`config.mk`:
```
export PLATFORM = sky130hd
export DESIGN_NAME = issue_sel
export DESIGN_NICKNAME = d
export VERILOG_FILES = /design/src/rtl/issue_sel_pkg.sv /design/src/rtl/issue_sel_rank.sv /design/src/rtl/issue_sel_ctrl.sv /design/src/rtl/issue_sel_dp.sv /design/src/rtl/issue_sel.sv
export SDC_FILE = /design/constraint.sdc
export NUM_CORES = 1
export LEC_CHECK = 0
export ABC_AREA = 1
export BUFFER_PORTS_ARGS = -buffer_cell sky130_fd_sc_hd__buf_4
export CELL_PAD_IN_SITES_DETAIL_PLACEMENT = 0
export CELL_PAD_IN_SITES_GLOBAL_PLACEMENT = 1
export CORE_AREA = 2 2 249 251
export DETAILED_ROUTE_END_ITERATION = 8
export DIE_AREA = 0 0 251 253
export PLACE_DENSITY = 0.61
export SLEW_MARGIN = 20
export SYNTH_ARGS = -nofsm -noshare
export SYNTH_HDL_FRONTEND = slang
export SYNTH_SLANG_ARGS = --single-unit
```
`constraint.sdc`:
```
create_clock -name clk -period 4.4 [get_ports clk]
set_clock_uncertainty 0.1 [all_clocks]
set_input_delay 0.88 -clock clk [delete_from_list [all_inputs] [get_ports clk]]
set_output_delay 0.88 -clock clk [all_outputs]
set_load 0.005 [all_outputs]
```
`src/rtl/issue_sel_pkg.sv`:
```
`timescale 1ns/1ps
package issue_sel_pkg;
  localparam int unsigned ISSUE_SLOTS  = 8;
  localparam int unsigned ISSUE_SLOT_W = $clog2(ISSUE_SLOTS);

  typedef enum logic {
    CLS_INT  = 1'b0,
    CLS_ADDR = 1'b1
  } insCls_e;

  // strobes from control to datapath
  typedef struct packed {
    logic                    intGo;
    logic [ISSUE_SLOT_W-1:0] intSrc;
    logic                    addrGo;
    logic [ISSUE_SLOT_W-1:0] addrSrc;
    logic                    addrSecond;
  } pick_t;
endpackage

```
`src/rtl/issue_sel_rank.sv`:
```
`timescale 1ns/1ps
module issue_sel_rank #(
  parameter int unsigned NUM_SLOTS = issue_sel_pkg::ISSUE_SLOTS,
  localparam int unsigned SLOT_W   = $clog2(NUM_SLOTS)
) (
  input  logic                              domValid,
  input  logic [SLOT_W-1:0]                 domSlot,
  output logic [NUM_SLOTS-1:0][SLOT_W-1:0]  rankSlot
);
  // position 0 holds the dominant slot, the rest keep ascending index
  for (genvar p = 0; p < NUM_SLOTS; p++) begin : g_rank
    if (p == 0) begin : g_head
      assign rankSlot[p] = domValid ? domSlot : SLOT_W'(0);
    end else begin : g_tail
      always_comb begin
        if (!domValid)
          rankSlot[p] = SLOT_W'(p);
        else if (SLOT_W'(p - 1) < domSlot)
          rankSlot[p] = SLOT_W'(p - 1);
        else
          rankSlot[p] = SLOT_W'(p);
      end
    end
  end
endmodule

```
`src/rtl/issue_sel_ctrl.sv`:
```
`timescale 1ns/1ps
module issue_sel_ctrl
  import issue_sel_pkg::*;
#(
  parameter int unsigned NUM_SLOTS = ISSUE_SLOTS,
  localparam int unsigned SLOT_W   = $clog2(NUM_SLOTS)
) (
  input  logic [NUM_SLOTS-1:0]              slotActive,
  input  logic [2*NUM_SLOTS-1:0]            slotCount,
  input  logic [2*NUM_SLOTS-1:0]            slotCls,
  input  logic [NUM_SLOTS-1:0][SLOT_W-1:0]  rankSlot,
  output pick_t                             pick
);
  logic [NUM_SLOTS-1:0] eligible;
  logic [NUM_SLOTS-1:0] headIsAddr;
  logic [NUM_SLOTS-1:0] pairOk;

  for (genvar s = 0; s < NUM_SLOTS; s++) begin : g_slot
    assign eligible[s]   = slotActive[s] && (slotCount[2*s +: 2] != 2'd0);
    assign headIsAddr[s] = (insCls_e'(slotCls[2*s]) == CLS_ADDR);
    assign pairOk[s]     = (slotCount[2*s +: 2] >= 2'd2)
                           && (insCls_e'(slotCls[2*s])   == CLS_INT)
                           && (insCls_e'(slotCls[2*s+1]) == CLS_ADDR);
  end

  // strict priority walk; a slot only ever issues from its head
  always_comb begin
    logic intFree;
    logic addrFree;
    logic [SLOT_W-1:0] s;
    pick     = '0;
    intFree  = 1'b1;
    addrFree = 1'b1;
    for (int p = 0; p < NUM_SLOTS; p++) begin
      s = rankSlot[p];
      if (eligible[s]) begin
        if (!headIsAddr[s]) begin
          if (intFree) begin
            pick.intGo  = 1'b1;
            pick.intSrc = ISSUE_SLOT_W'(s);
            intFree     = 1'b0;
            if (pairOk[s] && addrFree) begin
              pick.addrGo     = 1'b1;
              pick.addrSrc    = ISSUE_SLOT_W'(s);
              pick.addrSecond = 1'b1;
              addrFree        = 1'b0;
            end
          end
        end else if (addrFree) begin
          pick.addrGo  = 1'b1;
          pick.addrSrc = ISSUE_SLOT_W'(s);
          addrFree     = 1'b0;
        end
      end
    end
  end
endmodule

```
`src/rtl/issue_sel_dp.sv`:
```
`timescale 1ns/1ps
module issue_sel_dp
  import issue_sel_pkg::*;
#(
  parameter int unsigned NUM_SLOTS = ISSUE_SLOTS,
  parameter int unsigned INSN_W    = 32,
  localparam int unsigned SLOT_W   = $clog2(NUM_SLOTS)
) (
  input  logic                            clk,
  input  logic                            rstN,
  input  pick_t                           pick,
  input  logic [2*NUM_SLOTS*INSN_W-1:0]   slotInsn,
  output logic [2*NUM_SLOTS-1:0]          consume,
  output logic                            intValid,
  output logic [SLOT_W-1:0]               intSlot,
  output logic [INSN_W-1:0]               intInsn,
  output logic                            addrValid,
  output logic [SLOT_W-1:0]               addrSlot,
  output logic [INSN_W-1:0]               addrInsn
);
  logic [SLOT_W-1:0] intSrc;
  logic [SLOT_W-1:0] addrSrc;
  logic [INSN_W-1:0] intWord;
  logic [INSN_W-1:0] addrWord;

  assign intSrc  = SLOT_W'(pick.intSrc);
  assign addrSrc = SLOT_W'(pick.addrSrc);

  for (genvar s = 0; s < NUM_SLOTS; s++) begin : g_pop
    logic hitInt;
    logic hitAddr;
    assign hitInt  = pick.intGo  && (intSrc  == SLOT_W'(s));
    assign hitAddr = pick.addrGo && (addrSrc == SLOT_W'(s));
    assign consume[2*s +: 2] = {1'b0, hitInt} + {1'b0, hitAddr};
  end

  assign intWord  = slotInsn[(2*intSrc)*INSN_W +: INSN_W];
  assign addrWord = slotInsn[(2*addrSrc + {{(SLOT_W){1'b0}}, pick.addrSecond})*INSN_W +: INSN_W];

  always_ff @(posedge clk or negedge rstN) begin
    if (!rstN) begin
      intValid  <= 1'b0;
      intSlot   <= '0;
      intInsn   <= '0;
      addrValid <= 1'b0;
      addrSlot  <= '0;
      addrInsn  <= '0;
    end else begin
      intValid  <= pick.intGo;
      intSlot   <= pick.intGo ? intSrc : '0;
      intInsn   <= pick.intGo ? intWord : '0;
      addrValid <= pick.addrGo;
      addrSlot  <= pick.addrGo ? addrSrc : '0;
      addrInsn  <= pick.addrGo ? addrWord : '0;
    end
  end
endmodule

```
`src/rtl/issue_sel.sv`:
```
`timescale 1ns/1ps
module issue_sel
  import issue_sel_pkg::*;
#(
  parameter int unsigned NUM_SLOTS = ISSUE_SLOTS,
  parameter int unsigned INSN_W    = 32,
  localparam int unsigned SLOT_W   = $clog2(NUM_SLOTS)
) (
  input  logic                            clk,
  input  logic                            rstN,
  input  logic [NUM_SLOTS-1:0]            slotActive,
  input  logic [2*NUM_SLOTS-1:0]          slotCount,
  input  logic [2*NUM_SLOTS-1:0]          slotCls,
  input  logic [2*NUM_SLOTS*INSN_W-1:0]   slotInsn,
  input  logic                            domValid,
  input  logic [SLOT_W-1:0]               domSlot,
  output logic [2*NUM_SLOTS-1:0]          consume,
  output logic                            intValid,
  output logic [SLOT_W-1:0]               intSlot,
  output logic [INSN_W-1:0]               intInsn,
  output logic                            addrValid,
  output logic [SLOT_W-1:0]               addrSlot,
  output logic [INSN_W-1:0]               addrInsn
);
  logic [NUM_SLOTS-1:0][SLOT_W-1:0] rankSlot;
  pick_t pick;

  issue_sel_rank #(.NUM_SLOTS(NUM_SLOTS)) u_rank (
    .domValid (domValid),
    .domSlot  (domSlot),
    .rankSlot (rankSlot)
  );

  issue_sel_ctrl #(.NUM_SLOTS(NUM_SLOTS)) u_ctrl (
    .slotActive (slotActive),
    .slotCount  (slotCount),
    .slotCls    (slotCls),
    .rankSlot   (rankSlot),
    .pick       (pick)
  );

  issue_sel_dp #(.NUM_SLOTS(NUM_SLOTS), .INSN_W(INSN_W)) u_dp (
    .clk       (clk),
    .rstN      (rstN),
    .pick      (pick),
    .slotInsn  (slotInsn),
    .consume   (consume),
    .intValid  (intValid),
    .intSlot   (intSlot),
    .intInsn   (intInsn),
    .addrValid (addrValid),
    .addrSlot  (addrSlot),
    .addrInsn  (addrInsn)
  );
endmodule

```
Yosys cells after proc, flatten, opt, wreduce, memory -nomap -nowiden
Index checks and enable logic that the tools add are counted.
Operators by class
  shift operators: 2
  eq/ne operators: 14
  multiply operators: 0
  div/mod/pow operators: 0
  multiplexer cells: 170
  magnitude comparators: 23
  add/sub/neg operators: 9
  reductions and logical operators: 57
  bitwise logic cells: 8
Operators with widths (number)
  512-bit by 10-bit indexed part select with 32-bit output: 1
  512-bit by 33-bit indexed part select with 32-bit output: 1
  9-bit two-way mux: 23
  4-bit two-way mux: 23
  1-bit two-way mux: 77
  1-bit binary-select mux with 3-bit select: 24
  32-bit two-way mux: 2
  1-bit logical AND: 47
  5-bit two-way mux: 8
  3-bit two-way mux: 11
  3-bit by 4-bit less-than comparator with 1-bit output, second input constant: 8
  3-bit == test, second input constant: 8
  1-bit by 1-bit adder with 2-bit output: 8
  2-bit greater-or-equal comparator, second input constant: 8
  2-bit nonzero test: 8
  3-bit by 2-bit == test with 1-bit output, second input constant: 4
  3-bit less-than comparator, first input constant: 3
  1-bit NOT: 8
  3-bit by 1-bit == test with 1-bit output, second input constant: 2
  3-bit zero test: 2
  1-bit by 3-bit less-than comparator with 1-bit output, first input constant: 2
  2-bit by 3-bit less-than comparator with 1-bit output, first input constant: 2
  4-bit by 1-bit adder with 5-bit output: 1
  2-bit two-way mux: 2
Word-level totals
  word-level logic and storage cells: 289
  output and inout port bits: 88
  input bits: 558
  bits in read-only memories: 0
  register bits after elaboration: 72
  RAM bits: 0
  memories kept: 0
  bits in latches: 0

Depth between registers and ports, before layout
  word-level depth: 47
  depth in mapped cells: 29
  gate-level depth less buffers: 29

Hierarchy
From an unflattened synthesis, not the netlist that was laid out.
Second synthesis, totals
  cells, all modules: 2715
  area total of the unflattened synthesis: 13759.4 µm²
By module, submodules not included
  issue_sel_dp: seq. area each 1801.7 µm², times used 1, cells an instance 2114, area an instance 10622.7 µm²
  issue_sel_ctrl: seq. area each 0.0 µm², times used 1, cells an instance 570, area an instance 2962.8 µm²
  issue_sel_rank: seq. area each 0.0 µm², times used 1, cells an instance 31, area an instance 173.9 µm²

Least setup slack after synthesis
OpenSTA, ideal clock, no wires.
  path type: input to output
  start: in domValid
  end: out consume[0]
  arrival: 3.716 ns
  cell stages on the path: 21
  buffers on the path: 2
  path slack: -0.296 ns
  required time: 3.420 ns
  path through: nand2_1 nand2_2 nor2_4 nand3_1 o21ai_1 nand3_2 nand3_1 nand2_1 nand2_1 nand2_2 nor2_4 nand2_2 nor2_4 nand2_1 nor2_1 inv_1 nand2_1 buf_2 buf_1 nor3_1 ha_1
On the way
  word-level cells in the longest chain between the ends: 45
  elaborated cells on any way between the ends: 163
  classes of those cells: 1 x add/sub; 151 x mux; 11 x reduce/logical
Ends and longest elaborated chain
  start: declaration: RTL line issue_sel.sv:15  | input logic domValid,
  3-bit two-way mux: RTL line issue_sel_rank.sv:13  | assign rankSlot[p] = domValid ? domSlot : SLOT_W'(0);
  1-bit binary-select mux with 3-bit select: RTL line issue_sel_ctrl.sv:42  | if (pairOk[s] && addrFree) begin
  1-bit two-way mux (not written as such): RTL line issue_sel_ctrl.sv:42
  5-bit two-way mux / 1-bit two-way mux (equally long branches): RTL line issue_sel_ctrl.sv:42
  9-bit two-way mux / 1-bit two-way mux (equally long branches): RTL line issue_sel_ctrl.sv:37  | if (!headIsAddr[s]) begin
  9-bit two-way mux / 1-bit two-way mux (equally long branches): RTL line issue_sel_ctrl.sv:36  | if (eligible[s]) begin
  4-bit two-way mux / 1-bit logical AND (equally long branches): RTL line issue_sel_ctrl.sv:37, issue_sel_ctrl.sv:42
  9-bit two-way mux / 1-bit two-way mux (equally long branches): RTL line issue_sel_ctrl.sv:36, issue_sel_ctrl.sv:42
  [29 not listed]
  9-bit two-way mux: RTL line issue_sel_ctrl.sv:36
  5-bit two-way mux: RTL line issue_sel_ctrl.sv:42
  9-bit two-way mux: RTL line issue_sel_ctrl.sv:38  | if (intFree) begin
  4-bit two-way mux: RTL line issue_sel_ctrl.sv:37
  9-bit two-way mux *: RTL line issue_sel_ctrl.sv:36
  3-bit zero test: RTL line issue_sel_dp.sv:33  | assign hitAddr = pick.addrGo && (addrSrc == SLOT_W'(s));
  1-bit logical AND: RTL line issue_sel_dp.sv:33
  1-bit by 1-bit adder with 2-bit output *: RTL line issue_sel_dp.sv:34  | assign consume[2*s +: 2] = {1'b0, hitInt} + {1'b0, hitAddr};
  end: declaration: RTL line issue_sel.sv:17  | output logic [2*NUM_SLOTS-1:0] consume,
Mark *: on every way between the ends. The rest lies on a longest branch, timed or not. The select of a mux whose other input is x is not followed.

Worst setup path in the final report
  start: in domValid
  end: out consume[8]
On the way
  word-level cells in the longest chain between the ends: 45
  elaborated cells on any way between the ends: 163
  classes of those cells: 1 x add/sub; 2 x eq/ne; 151 x mux; 9 x reduce/logical
Ends and longest elaborated chain (RTL line)
  3-bit two-way mux: issue_sel_rank.sv:13
  1-bit binary-select mux with 3-bit select: issue_sel_ctrl.sv:42
  1-bit two-way mux (not written as such): issue_sel_ctrl.sv:42
  5-bit two-way mux / 1-bit two-way mux (equally long branches): issue_sel_ctrl.sv:42
  9-bit two-way mux / 1-bit two-way mux (equally long branches): issue_sel_ctrl.sv:37
  9-bit two-way mux / 1-bit two-way mux (equally long branches): issue_sel_ctrl.sv:36
  4-bit two-way mux / 1-bit logical AND (equally long branches): issue_sel_ctrl.sv:37, issue_sel_ctrl.sv:42
  9-bit two-way mux / 1-bit two-way mux (equally long branches): issue_sel_ctrl.sv:36, issue_sel_ctrl.sv:42
  [29 not listed]
  9-bit two-way mux: issue_sel_ctrl.sv:36
  5-bit two-way mux: issue_sel_ctrl.sv:42
  9-bit two-way mux: issue_sel_ctrl.sv:38
  4-bit two-way mux: issue_sel_ctrl.sv:37
  9-bit two-way mux *: issue_sel_ctrl.sv:36
  3-bit == test: issue_sel_dp.sv:33
  1-bit logical AND: issue_sel_dp.sv:33
  1-bit by 1-bit adder with 2-bit output *: issue_sel_dp.sv:34
Marked as above.

==> qor.csv <==
stage,metric,value,unit
logic_synthesis,post-synthesis xor/xnor area fraction,0,
timing,Slew Limit Fails,0,
global_route,number of global-route vias before repair,17100,
power,VDD IR max,0.292,mV
global_route,first-pass GRT wire length,113000,um
clock_network,clk buf depth,2,
outcome,outcome,finished with violations,
die,Die W,251,um
global_route,GRT Util Overall,0.241,
die,row count,91,
outcome,failing checks,setup timing,
placement,Port-buffer cells,645,
die,die height,253,um
clock_network,clock sinks,72,
logic_synthesis,YS warnings,0,
drt,antenna-violating nets left,0,
drt,Top Metal Used,met5,
worst_setup_path,Setup CP Type,in -> out,
logic_synthesis,sequential fraction of the synthesis area,0.171,
power,PwrDens,364,mW/mm2
logic_synthesis,mux contribution to synthesized area,0.0171,
clock_network,CTS H-tree depth,3,
drt,Remaining DRCs,0,
timing,PnR worst setup slack,-0.362,ns
timing,Final min period,4.76,ns
die,full die area,0.0635,mm2
clock_network,TritonCTS clock tree,yes,
power,Leak,0.00929,uW
placement,dpl cell area,0.0177,mm2
logic_synthesis,post-synthesis simple-gate area fraction,0.356,
clock_network,root buffer cell,clkbuf_16,
global_route,GR Overflow Total,0,
timing,Setup Viol. Count Final,16,
drt,met3 routed WL,5490,um
layout,filler cell count,6850,
logic_synthesis,Cells after Synth,1922,
clock_network,"Reg clk slew, reported paths",0.07,ns
timing,period utilization,1.08,
worst_setup_path,Startpoint Class,primary input,
clock_network,number of CTS-inserted buffers,9,
die,Core Area,0.0610,mm2
logic_synthesis,Netlist cell types,42,
placement,DPL Wire Length,62500,um
timing,final hold vios,0,
worst_setup_path,Worst EP required,3.42,ns
min_path,worst hold path type,in -> async,
drt,Routed wire per std cell,23.2,um
worst_setup_path,CP Capture Type,output pin,
layout,most frequent cells in the layout,"buf_4, nand2_1, o21ai_0, nor2_1, inv_1",
clock_network,hold-fix buffer count after cts,0,
layout,layout cell share with drive strength beyond 1,0.394,
logic_synthesis,Post-Synth Adder-Cell Area,0.00949,
global_route,initial antenna violation count,14,
layout,"commonest non-fill, non-tap cell in the layout",buf_4,
drt,via count,16900,
timing,Hold WS,0.547,ns
drt,drt total wl,80600,um
job,Max Cap Violations,0,
drt,metal2 WL,40700,um
timing,RSZ-0062 raised after global routing,true,
logic_synthesis,Yosys reg bits,72,
worst_setup_path,crit path max fanout,9,
logic_synthesis,main combinational cell family by area after synthesis,simple AND/OR/NAND/NOR gates,
timing,Worst Tran Pin Value,0.984,ns
drt,drt pass-1 iters,7,
drt,M1 WL,31800,um
layout,area grow syn2layout,78.4,%
global_route,largest net degree at the start of global routing,69,
layout,Post-Layout Inst Area,0.0188,mm2
drt,post-DR vias/cell,4.87,
die,Initial Util,0.173,
layout,NumNets Final,3234,
logic_synthesis,Synth Area in Compound Gates,0.308,
placement,GPL Wtd Cong,0.962,
timing,Rel. slew slack,0.344,
layout,final cell utilization of the core,0.308,
worst_setup_path,CP Data Arrival Time,3.78,ns
logic_synthesis,syn nets,2488,
timing,Max Fclk,210,MHz
drt,1st-iter DRT viols,1259,
logic_synthesis,syn avg cell area,5.49,um2
die,IO Count,646,
logic_synthesis,Post-Syn Area,0.0105,mm2
[repair_timing]
action / 4_1_cts / 5_1_grt
pin swaps: 20 / 48
resized for setup: 49 / 88
endpoints found under the setup margin: 16 / 42
setup buffers: 14 / 21
gates cloned: 0 / 0
[flip-flops by register name (all words and copies together) (netlist names)]
register,count
u_dp.addrInsn,32
u_dp.addrSlot,3
u_dp.addrValid,1
u_dp.intInsn,32
u_dp.intSlot,3
u_dp.intValid,1
[kinds of logic (layout without fill, tap and decap cells)]
group	Yosys count	count (layout)
flops	72	72
simple gates	875	875
other cells	0	11
mux	18	18
fa+ha+maj	8	8
compound gates	584	584
buf+inv	365	1115
[cell usage after synthesis, drive strengths merged]
library cell | number | area (um2)
nand2 | 446 | 1690
o21ai | 291 | 1460
nor2 | 246 | 961
inv | 209 | 785
a21oi | 155 | 776
clkbuf | 74 | 278
dfrtp | 72 | 1800
nand3 | 66 | 335
buf | 64 | 329
o22ai | 63 | 394
nand4 | 61 | 388
or2 | 29 | 181
o211ai | 27 | 208
nand3b | 23 | 173
o31ai | 20 | 164
clkinv | 18 | 67.6
mux2i | 18 | 180
o22a | 18 | 158
ha | 8 | 100
nor3 | 3 | 26.3
o2111ai | 3 | 26.3
o21a | 2 | 15.0
a21boi | 1 | 7.51
a311oi | 1 | 8.76
a31oi | 1 | 12.5
nor4 | 1 | 6.26
o21bai | 1 | 7.51
o221ai | 1 | 8.76
[layer usage]
layer / up-vias / GRT usage
li1: 7901 / -
met1: 8093 / 0.283
met2: 793 / 0.430
met3: 123 / 0.0492
met4: 4 / 0.0905
met5: - / 0
[stage by stage]
step / cells / power (uW) / worst slack, ns / TNS (ns)
6_report: 3473 / 6840 / -0.362 / -4.35
4_1_cts: 3441 / 6760 / -0.240 / -2.68
3_3_place_gp: 3412 / 5800 / -0.461 / -13.52
2_1_floorplan: 1922 / 3090 / -0.0574 / -0.142
5_1_grt: 3473 / 7260 / -0.524 / -7.18
3_5_place_dp: 3412 / 5800 / -0.514 / -17.30
[final cells by class]
class | count | area (um2) | area share
Sequential cell | 72 | 1800 | 0.0958
Multi-Input combinational cell | 1485 | 7860 | 0.418
Clock buffer | 11 | 253 | 0.0134
Timing Repair Buffer | 873 | 6950 | 0.370
Antenna cell | 11 | 27.5 | 0.00146
Clock inverter | 4 | 53.8 | 0.00286
Inverter | 227 | 870 | 0.0462
Tap cell | 790 | 988 | 0.0526
[critical path: stages]
cell     delay (ns)
buf_12         0.11
nand2_8        0.08
buf_12         0.14
nand3_1        0.09
nand3_2        0.11
nand3_2        0.11
nand2_2        0.09
nand2_4        0.11
buf_4          0.14
nand4_4        0.11
nor2_4         0.15
inv_2          0.07
nor2_4         0.13
nand2_2        0.08
nor2_4         0.15
nand3_2        0.11
nand2_2        0.08
nand2_2        0.07
o31ai_4        0.21
buf_12         0.17
nor2_4         0.04
inv_2          0.07
buf_6          0.10
nor2_4         0.03
ha_4           0.23
buf_6          0.11
[where the power goes]
group	switching, uW	internal, uW	leakage [uW]
registers	132	971	0.000856
clock network	380	469	0.000144
logic	2820	2070	0.00829
total	3340	3510	0.00929
[path summary, 6_finish.rpt]
| check | start | slack, ns | depth (start not counted) | to |
|---|---|---|---|---|
| max in group asynchronous | rstN | 2.77 | 2 | u_dp.intInsn[25] |
| min in group clk | slotInsn[192] | 0.67 | 3 | u_dp.intInsn[0] |
| min | rstN | 0.55 | 1 | u_dp.addrInsn[27] |
| max | domValid | -0.36 | 26 | consume[8] |
No activity file was read; power rests on OpenSTA's default activity.
